## src/rtl/dvq_pkg.sv

```systemverilog
package dvq_pkg;
  // Strobes from the control path to the storage path
  typedef struct packed {
    logic allocWe;
    logic popEn;
  } dvqStrobe_t;
endpackage

```

## src/rtl/dvq_ctrl.sv

```systemverilog
module dvq_ctrl
  import dvq_pkg::*;
#(
  parameter int ENTRIES    = 16,
  parameter int IDLE_LIMIT = 16,
  localparam int IW = $clog2(ENTRIES),
  localparam int CW = $clog2(ENTRIES + 1),
  localparam int TW = $clog2(IDLE_LIMIT + 1)
) (
  input  logic               clk,
  input  logic               rstN,
  input  logic               allocReq,
  input  logic               allocQueue,
  input  logic               cfgReq,
  input  logic [CW-1:0]      cfgSplit,
  input  logic               deqReady,
  input  logic [ENTRIES-1:0] entryReady,
  output logic               allocGrant,
  output logic [IW-1:0]      allocIdx,
  output logic [IW-1:0]      popIdx,
  output logic               deqValid,
  output logic               deqQueue,
  output dvqStrobe_t         strobe
);
  logic [CW-1:0] split;
  logic [CW-1:0] count   [2];
  logic [CW-1:0] size    [2];
  logic [CW-1:0] base    [2];
  logic [IW-1:0] headOff [2];
  logic [IW-1:0] headIdx [2];
  logic [IW-1:0] tailIdx [2];
  logic [CW:0]   tailSum [2];
  logic [1:0]    headRdy;
  logic          activeQ;
  logic [TW-1:0] idleCnt;
  logic          popEn, cfgOk, switchNow;

  assign size[0] = split;
  assign size[1] = CW'(ENTRIES) - split;
  assign base[0] = '0;
  assign base[1] = split;

  always_comb begin
    for (int q = 0; q < 2; q++) begin
      tailSum[q] = (CW+1)'(headOff[q]) + (CW+1)'(count[q]);
      if (tailSum[q] >= (CW+1)'(size[q])) tailSum[q] = tailSum[q] - (CW+1)'(size[q]);
      tailIdx[q] = IW'(base[q] + tailSum[q][CW-1:0]);
      headIdx[q] = IW'(base[q] + CW'(headOff[q]));
      headRdy[q] = (count[q] != '0) && entryReady[headIdx[q]];
    end
  end

  assign allocGrant = allocReq && (count[allocQueue] < size[allocQueue]);
  assign allocIdx   = tailIdx[allocQueue];
  assign cfgOk      = cfgReq && !allocReq && (count[0] == '0) && (count[1] == '0)
                      && (cfgSplit <= CW'(ENTRIES));
  assign deqValid   = headRdy[activeQ];
  assign deqQueue   = activeQ;
  assign popEn      = deqValid && deqReady;
  assign popIdx     = headIdx[activeQ];
  assign switchNow  = !popEn && (idleCnt == TW'(IDLE_LIMIT)) && headRdy[~activeQ];

  assign strobe.allocWe = allocGrant;
  assign strobe.popEn   = popEn;

  always_ff @(posedge clk or negedge rstN) begin
    if (!rstN) begin
      split <= CW'(ENTRIES / 2);
      for (int q = 0; q < 2; q++) begin
        count[q]   <= '0;
        headOff[q] <= '0;
      end
    end else begin
      if (cfgOk) split <= cfgSplit;
      for (int q = 0; q < 2; q++) begin
        if (cfgOk) headOff[q] <= '0;
        else if (popEn && (activeQ == q[0]))
          headOff[q] <= (CW'(headOff[q]) + 1'b1 == size[q]) ? '0 : headOff[q] + 1'b1;
        count[q] <= count[q] + CW'(allocGrant && (allocQueue == q[0]))
                             - CW'(popEn && (activeQ == q[0]));
      end
    end
  end

  always_ff @(posedge clk or negedge rstN) begin
    if (!rstN) begin
      activeQ <= 1'b0;
      idleCnt <= '0;
    end else if (popEn) begin
      idleCnt <= '0;
    end else if (switchNow) begin
      activeQ <= ~activeQ;
      idleCnt <= '0;
    end else if (idleCnt != TW'(IDLE_LIMIT)) begin
      idleCnt <= idleCnt + 1'b1;
    end
  end


  no_overrun_chk: assert property (@(posedge clk) disable iff (!rstN)
    (count[0] <= size[0]) && (count[1] <= size[1]));


  split_empty_chk: assert property (@(posedge clk) disable iff (!rstN)
    (split != $past(split)) |-> (($past(count[0]) == '0) && ($past(count[1]) == '0)));


  switch_idle_chk: assert property (@(posedge clk) disable iff (!rstN)
    (activeQ != $past(activeQ)) |-> (!$past(popEn) && ($past(idleCnt) == TW'(IDLE_LIMIT))));


  switch_target_chk: assert property (@(posedge clk) disable iff (!rstN)
    (activeQ != $past(activeQ)) |-> $past(headRdy[~activeQ]));
endmodule

```

## src/rtl/dvq_data.sv

```systemverilog
module dvq_data
  import dvq_pkg::*;
#(
  parameter int ENTRIES = 16,
  parameter int WORDS   = 2,
  parameter int WORD_W  = 32,
  parameter int DEST_W  = 6,
  localparam int IW = $clog2(ENTRIES),
  localparam int WW = (WORDS > 1) ? $clog2(WORDS) : 1
) (
  input  logic                    clk,
  input  logic                    rstN,
  input  dvqStrobe_t              strobe,
  input  logic [IW-1:0]           allocIdx,
  input  logic [DEST_W-1:0]       allocDest,
  input  logic [IW-1:0]           popIdx,
  input  logic                    wrEn,
  input  logic [IW-1:0]           wrIdx,
  input  logic [WW-1:0]           wrWord,
  input  logic [WORD_W-1:0]       wrData,
  output logic [ENTRIES-1:0]      entryReady,
  output logic [WORDS*WORD_W-1:0] deqData,
  output logic [DEST_W-1:0]       deqDest
);
  logic [WORD_W-1:0] mem     [ENTRIES][WORDS];
  logic [DEST_W-1:0] destMem [ENTRIES];

  always_ff @(posedge clk) begin
    if (wrEn) mem[wrIdx][wrWord] <= wrData;
    if (strobe.allocWe) destMem[allocIdx] <= allocDest;
  end

  for (genvar e = 0; e < ENTRIES; e++) begin : g_entry
    logic [WORDS-1:0] rdy;
    always_ff @(posedge clk or negedge rstN) begin
      if (!rstN) rdy <= '0;
      else begin
        if (strobe.popEn && (popIdx == IW'(e))) rdy <= '0;
        if (wrEn && (wrIdx == IW'(e))) rdy[wrWord] <= 1'b1;
      end
    end
    assign entryReady[e] = &rdy;
  end

  for (genvar w = 0; w < WORDS; w++) begin : g_word
    assign deqData[w*WORD_W +: WORD_W] = mem[popIdx][w];
  end
  assign deqDest = destMem[popIdx];


  pop_ready_chk: assert property (@(posedge clk) disable iff (!rstN)
    strobe.popEn |-> entryReady[popIdx]);


  ready_clear_chk: assert property (@(posedge clk) disable iff (!rstN)
    (strobe.popEn && !(wrEn && (wrIdx == popIdx))) |=> !entryReady[$past(popIdx)]);
endmodule

```

## src/rtl/dvq_top.sv

```systemverilog
module dvq_top
  import dvq_pkg::*;
#(
  parameter int ENTRIES    = 16,
  parameter int WORDS      = 2,
  parameter int WORD_W     = 32,
  parameter int DEST_W     = 6,
  parameter int IDLE_LIMIT = 16,
  localparam int IW = $clog2(ENTRIES),
  localparam int CW = $clog2(ENTRIES + 1),
  localparam int WW = (WORDS > 1) ? $clog2(WORDS) : 1
) (
  input  logic                    clk,
  input  logic                    rstN,
  input  logic                    allocReq,
  input  logic                    allocQueue,
  input  logic [DEST_W-1:0]       allocDest,
  output logic                    allocGrant,
  output logic [IW-1:0]           allocIdx,
  input  logic                    cfgReq,
  input  logic [CW-1:0]           cfgSplit,
  input  logic                    wrEn,
  input  logic [IW-1:0]           wrIdx,
  input  logic [WW-1:0]           wrWord,
  input  logic [WORD_W-1:0]       wrData,
  output logic                    deqValid,
  input  logic                    deqReady,
  output logic [WORDS*WORD_W-1:0] deqData,
  output logic [DEST_W-1:0]       deqDest,
  output logic                    deqQueue
);
  dvqStrobe_t         strobe;
  logic [ENTRIES-1:0] entryReady;
  logic [IW-1:0]      popIdx;

  dvq_ctrl #(.ENTRIES(ENTRIES), .IDLE_LIMIT(IDLE_LIMIT)) u_ctrl (
    .clk(clk), .rstN(rstN), .allocReq(allocReq), .allocQueue(allocQueue),
    .cfgReq(cfgReq), .cfgSplit(cfgSplit), .deqReady(deqReady),
    .entryReady(entryReady), .allocGrant(allocGrant), .allocIdx(allocIdx),
    .popIdx(popIdx), .deqValid(deqValid), .deqQueue(deqQueue), .strobe(strobe)
  );

  dvq_data #(.ENTRIES(ENTRIES), .WORDS(WORDS), .WORD_W(WORD_W), .DEST_W(DEST_W)) u_data (
    .clk(clk), .rstN(rstN), .strobe(strobe), .allocIdx(allocIdx),
    .allocDest(allocDest), .popIdx(popIdx), .wrEn(wrEn), .wrIdx(wrIdx),
    .wrWord(wrWord), .wrData(wrData), .entryReady(entryReady),
    .deqData(deqData), .deqDest(deqDest)
  );
endmodule

```

## config.mk

```make
export PLATFORM = sky130hd
export DESIGN_NAME = dvq_top
export DESIGN_NICKNAME = d
export VERILOG_FILES = /design/src/rtl/dvq_pkg.sv /design/src/rtl/dvq_ctrl.sv /design/src/rtl/dvq_data.sv /design/src/rtl/dvq_top.sv
export SDC_FILE = /design/constraint.sdc
export NUM_CORES = 1
export LEC_CHECK = 0
export BUFFER_PORTS_ARGS = -buffer_cell sky130_fd_sc_hd__buf_4
export CAP_MARGIN = 25
export CORE_MARGIN = 2
export CORE_UTILIZATION = 50
export CTS_CLUSTER_DIAMETER = 100
export DETAILED_ROUTE_END_ITERATION = 10
export PLACE_DENSITY = 0.72
export SLEW_MARGIN = 20
export SYNTH_ARGS = -nofsm -noshare
export SYNTH_HDL_FRONTEND = slang
export SYNTH_HIERARCHICAL = 1
export SYNTH_SLANG_ARGS = --single-unit
```

## constraint.sdc

```tcl
create_clock -name clk -period 10.9 [get_ports clk]
set_input_delay 0.545 -clock clk [delete_from_list [all_inputs] [get_ports clk]]
set_output_delay 0.545 -clock clk [all_outputs]
set_load 0.1 [all_outputs]
```

==> results.md, run 1 <==
- Outcome: finished clean
- XOR/XNOR Fraction of Synth Area: 0.687%
- Layout cell share with drive strength beyond 1: 26.8%
- Avg Inst Size Synth: ~21 µm²
- Seq/Total Area, Yosys: 74.8%
- Peak Freq: approximately 0.16 GHz
- Ys Warns: 6
- Simple-gate share of the synthesized area: around 3.1%
- Arrival time worst endpoint: roughly 5500 ps
- Main synth FF type: edfxtp_1
- Core Util, Final: ~57%
- H-Tree Depth: 3
- Startpoint type of the worst setup path: flop
- Routed Antenna Nets: 0
- Dominant cell by count in the synthesized netlist: edfxtp_1
- Min-Delay Path Class: in -> reg
- Top-area cell type share of the netlist area: between 70% and 80%
- # resized after CTS: 0
- Ranking of synthesized cells by area: edfxtp_1 (72%), mux4_2 (14%), dfrtp_1 (3.2%)
- Area occupied by multi-input gates: ~11000 µm²
- Slew of the pin with the lowest slew margin: between 1000 and 1500 ps
- Met3 usage: 3.87%
- Die area: roughly 96000 µm²
- Via count of the first global-routing pass: 23845
- Initial Utilization: 50.4%
- Placed insts: between 3000 and 4000
- Post-DP HPWL: 54.9 mm
- Post-synthesis compound-gate area fraction: around 4%
- Synthesized flop and latch total: 1181
- RSZ-0062 raised after global routing: no
- CTS buffer count: ~110
- Skew-Pair Late Insertion Delay: around 700 ps
- Post-Syn Instances: about 2300
- Fin crit share: between 50% and 60%
- Unique masters post-synth: 86
- Pin count of the biggest net entering global routing: approximately 170
- Via density: 6.15
- Drt drc: 0
- M1 GR Usage: between 30 and 40%
- Std-Cell Rows: between 100 and 150
- Place WS: 5240 ps
- Crit-path max FO: 6
- Syn nets: between 2000 and 2500
- Pwr dens: ~260 nW/µm²
- Layout net count: 2556
- Clock Sinks: approximately 1200
- Area Growth Syn to Fin: 13.5%
- IO Pins: 132
- Number of synthesized flops with an enable pin: around 1100
- Clock Pin Slew Worst Setup and Hold Paths: 70 ps
- PortBufs: 131
- Die span in x: 311 µm
- Asr flop ratio synth: 5.17%
- CP endpoint kind: output port
- Post-synth top area cell: edfxtp_1
- Max_slew headroom: around 26%
- Post-route setup slack: between 4000 and 5000 ps
- Crit path kind: reg -> out
- Setup tns final: 0 ps
- Crit path required time: roughly 10000 ps
- CTS Root Cell: clkbuf_16
- Sequential Area: 35200 µm²
- Final Hold Fails: 0
- Synth cell count leaders: edfxtp_1 (1120), mux4_2 (282), a22oi_1 (140)
- Drt total wl: about 110 mm
- Vias: between 20000 and 25000
- First-pass GRT wire length: 157 mm
- WL/cell: ~28 µm
- Adder-Cell Fraction of Synth Area: around 1.5%
- Synth Cell Area: around 47000 µm²
- Clock buffer depth: 3
- GR Util met2: between 30% and 40%
- Antenna violations before repair: 3
- Most used routing layer: met2
- Post-synthesis mux area share: about 14%
- Die H: around 310 µm
- Leakage: around 18 nW
- Post-Layout Cell Count: between 3000 and 4000
- # setup viols final: 0
- Main combinational cell family by area after synthesis: multiplexers
- Minimum clock period: ~6100 ps
- Fill count: between 6000 and 7000
- Post-CTS Setup Inserts: 0
- Max Cap Viol: 0
- Final Slew Violations: 0
- Gr usage total: approximately 22%
- Peak VDD IR: around 220 µV
- Setup Skew: 54.7 ps
- GPL Wtd Cong: 0.835
- CTS tree: built
- 1st-iter DRT viols: ~2500
- Total congestion overflow: 0
- Core area: ~93000 µm²
- DR pass1 iterations: 5
path summary, 6_finish.rpt:
path | start | endpoint | slack [ps] | cells past startpoint
setup / recovery | u_ctrl/count[0] | allocIdx[3] | 4810 | 16
hold / removal | cfgSplit[0] | u_ctrl/split[0] | 100 | 3
setup reg to reg | u_ctrl/count[0] | u_data/destMem[12][1] | 5160 | 17
hold reg to reg | u_data/g_entry[7].rdy[0] | u_data/g_entry[7].rdy[0] | 470 | 1
max in group asynchronous | rstN | u_data/g_entry[7].rdy[0] | 9830 | 2
min in group asynchronous | rstN | u_ctrl/split[4] | 480 | 2
cell usage in the layout, fill, tap and decap left out, drive strengths merged, types with 12 or more instances in the layout:
master     n
nand2    115
a21oi     23
nor2      58
o21ai     25
a21o      38
mux4     286
dfrtp     60
buf      177
nand3     12
and2      19
edfxtp  1120
xnor2     22
clkbuf   142
xor2      14
clkinv    49
a22oi    140
inv       32
ha        45
nor3      16
nand2b    12
layout make-up:
class / count / area share (%)
diodes: 2 / 0.00939
clock buffers: 142 / 5.58
clock inverters: 62 / 1.28
inverters: 31 / 0.218
multi-input cells: 944 / 21.3
flip-flops and latches: 1181 / 66.0
well taps: 1254 / 2.94
repair buffers: 178 / 2.70
power by group:
part           internal (mW)  switching, mW  leakage (nW)
logic                   1.49           3.20          5.23
registers               5.15          0.112          10.8
clock network           2.18           1.65          1.78
flip-flops by register name, summed over array words and instances, names as in the netlist:
signal	flops
u_ctrl/count	10
u_ctrl/deqQueue	1
u_ctrl/idleCnt	5
u_data/g_entry.rdy	32
u_data/mem	1024
u_ctrl/headOff	8
u_data/destMem	96
u_ctrl/split	5
metrics by stage:
stage               instance area (µm²)  hold WS [ps]  power (mW)
global placement                  49500           452        9.96
global route                      53300          73.2        14.3
finish                            53300          95.5        13.8
detailed placement                49500           458        10.0
CTS                               53200          48.2        13.8
floorplan                         47000           249        8.95
repair_timing:
action	CTS	global route
endpoints found under the setup margin	0	0
endpoints found under the hold margin	45	0
hold buffers	1	0
routing by layer:
| layer | wire length, µm | up-vias | share of wire [%] |
|---|---|---|---|
| li1 | - | 9777 | - |
| met1 | 42000 | 12308 | 40 |
| met2 | 53400 | 1059 | 50 |
| met3 | 8160 | 171 | 7.7 |
| met4 | 2250 | 2 | 2.1 |
| met5 | 13 | - | 0.012 |
logic make-up (layout without fill, tap and decap cells):
group | after synthesis | after routing
mux | 304 | 304
flops | 1181 | 1181
buf+inv | 145 | 413
other cells | 0 | 2
xor+xnor | 36 | 36
compound gates | 261 | 261
simple gates | 290 | 290
fa+ha+maj | 53 | 53
worst max-delay path, cell delays in order, from the launching register on:
cell,delay [ps]
dfrtp_1,460
ha_1,230
inv_1,60
fa_1,600
inv_1,70
ha_1,280
a21boi_0,230
o21ai_1,120
a221oi_2,520
mux2i_1,370
ha_1,290
a21o_1,150
a21oi_1,180
xnor2_1,100
and4_1,210
a221oi_1,550
buf_4,420
(Power assumes the default switching activity.)
==> run 2, diff against run 1 <==
PLACE_DENSITY = 0.75   (was 0.72)
clock period = 5.6 ns   (was 10.9 ns; I/O delays follow)
==> run 2 against run 1 <==
  * Utilization grew 0.58 points
  * First-iteration DRC count grew 7.8%
  * Final area grew 1.0%
  * Clock-buffer cell count shrank 3
  * Combinational power grew 97%
  * Cell count grew 1.5%
  * Largest cell class unchanged
==> results.md, run 2 (same netlist as run 1, synthesis figures left out) <==
- WL/cell: 28.5 µm
- Max reg flops: slightly above 1000
- Routed Antenna Nets: 0
- Drt total wl: around 110 mm
- PortBufs: 131
- 1st-iter DRT viols: about 2700
- Final Slew Violations: 0
- Total congestion overflow: 0
- DR pass1 iterations: 7
- Number of cells on the critical path: 16
- Die H: 311 µm
- First-pass GRT wire length: approximately 160 mm
- Worst-path cell chain: ha_1 -> inv_1 -> fa_1 -> inv_1 -> ha_1 -> a21boi_0 -> o21ai_1 -> a221oi_2 -> mux2i_1 -> ha_1 -> a21o_1 -> a21oi_1 -> xnor2_1 -> and4_1 -> a221oi_4 -> buf_4
- Minimum clock period: 5300 ps
- Via count of the first global-routing pass: 24760
- CTS tree: built
- Place WS: 489 ps
- Crit-path max FO: 5
- Final Hold Fails: 0
- Skew-Pair Late Insertion Delay: roughly 680 ps
- GPL Wtd Cong: between 0.8 and 0.9
- Crit-path most repeated cell: ha_1
- Hold path cells: 1
- CP endpoint kind: output port
- Crit path required time: 5320 ps
- Core area: 93200 µm²
- Setup tns final: 0 ps
- Drt drc: 0
- Leading cell type in the layout, fill and taps excluded: edfxtp_1
- Post-DP HPWL: around 58 mm
- Max_slew headroom: 34.3%
- Delay-heaviest family, CP: adder cells
- RSZ-0062 raised after global routing: no
- Layout net count: around 2600
- Commonest non-fill, non-tap cells in the layout: edfxtp_1 (1120), mux4_2 (282), buf_4 (177)
- Outcome: finished clean
- Fill count: around 6600
- Clock Sinks: approximately 1200
- Gr usage total: a little under a quarter
- IO Pins: between 100 and 150
- Pwr dens: 500 nW/µm²
- Vias: roughly 24000
- Std-Cell Rows: ~110
- Initial Utilization: approximately half
- Die span in x: 311 µm
- CP Buf/Inv Count: 3
- Core Util, Final: just under 60%
- Biggest regs: u_data/mem: 1024 flops, u_data/destMem: 96 flops, u_data/g_entry.rdy: 32 flops
- H-Tree Depth: 3
- Crit path kind: reg -> out
- Die area: approximately 96000 µm²
- # resized after CTS: 0
- Layout cell share with drive strength beyond 1: approximately a quarter
- Max Cap Viol: 0
- Antenna violations before repair: 5
- Clock Pin Slew Worst Setup and Hold Paths: around 60 ps
- Post-route setup slack: 295 ps
- Peak VDD IR: between 500 and 600 µV
- Via density: just over 6
- # setup viols final: 0
- Slew of the pin with the lowest slew margin: approximately 980 ps
- Arrival time worst endpoint: between 5000 and 6000 ps
- CTS Root Cell: clkbuf_16
- Peak Freq: around 0.19 GHz
- Fin crit share: 94.7%
- Reg with most FFs: u_data/mem
- Leakage: roughly 18 nW
- Pin count of the biggest net entering global routing: 74
- Slowest cell delay on critical path: 570 ps
- Setup Skew: ~44 ps
- Worst R2R Path Depth: 17
- Min-Delay Path Class: in -> reg
- Clock buffer depth: 3
- CTS buffer count: between 100 and 150
- Area Growth Syn to Fin: 14.6%
- Startpoint type of the worst setup path: flop
- Critical path's slowest cell: fa_1
## run 2: cell count changes in the layout (fill, tap and decap cells not counted), sizes merged
cell / before / now
bufinv: 10 / 11
clkinvlp: 2 / 6
clkbuf: 142 / 139
buf: 177 / 187
dlygate4sd3: 1 / 44
clkinv: 49 / 52
## run 2: layer usage
metal	vias up	wire, µm	track usage, %	part of all wire [%]
met4	6	2950	6.70	2.7
met1	12533	41500	30.8	38
met5	-	27	0	0.025
met3	221	8990	4.04	8.2
met2	1126	56400	38.6	51
li1	9890	-	-	-
## run 2: worst paths after layout
path	to	slack, ps	start
min reg2reg	u_data/g_entry[14].rdy[0]	470	u_data/g_entry[14].rdy[0]
max reg2reg	u_data/destMem[2][3]	480	u_ctrl/count[0]
min in group asynchronous	u_ctrl/split[2]	250	rstN
min	u_data/mem[12][32]	50	wrData[0]
max	allocIdx[3]	300	u_ctrl/count[0]
max in group asynchronous	u_data/g_entry[0].rdy[1]	4780	rstN
## run 2: timing repair
action | CTS | global route
hold endpoints to repair | 916 | 0
hold buffers | 44 | 0
setup buffers | 0 | 0
## run 2: worst register-to-register path, cell delays in order, from the launching register on
cell	delay (ps)
dfrtp_1	450
ha_1	230
inv_1	70
fa_1	570
inv_1	70
ha_1	280
a21boi_0	190
o21ai_1	120
a221oi_2	380
mux2i_1	370
ha_1	290
a21o_1	150
a21oi_1	180
xnor2_1	160
and4_1	270
a221oi_4	70
or3b_2	540
nor2_1	400
## run 2: layout make-up
type / count / area, µm² / area share [%]
diodes: 2 / 5.00 / 0.00929
clock buffers: 139 / 2950 / 5.47
clock inverters: 70 / 697 / 1.29
inverters: 31 / 116 / 0.216
multi-input cells: 944 / 11400 / 21.1
flip-flops and latches: 1181 / 35200 / 65.3
well taps: 1254 / 1570 / 2.91
repair buffers: 231 / 1980 / 3.67
## run 2: where the power goes
group          switching [mW]  total (mW)  internal [mW]  leakage (nW)
combinational            6.27        9.22           2.95          5.47
clock                    3.23        7.47           4.25          1.75
sequential              0.210        10.2           10.0          10.8
## run 2: through the flow
stage / power [mW] / hold WS (ps) / cells / area [µm²]
floorplan: 17.5 / -15.6 / 2270 / 47000
global placement: 19.5 / 409 / 3596 / 49700
detailed placement: 19.6 / 433 / 3597 / 49800
CTS: 27.1 / 9.55 / 3850 / 53800
global route: 27.9 / 35.9 / 3852 / 53900
finish: 26.9 / 48.2 / 3852 / 53900
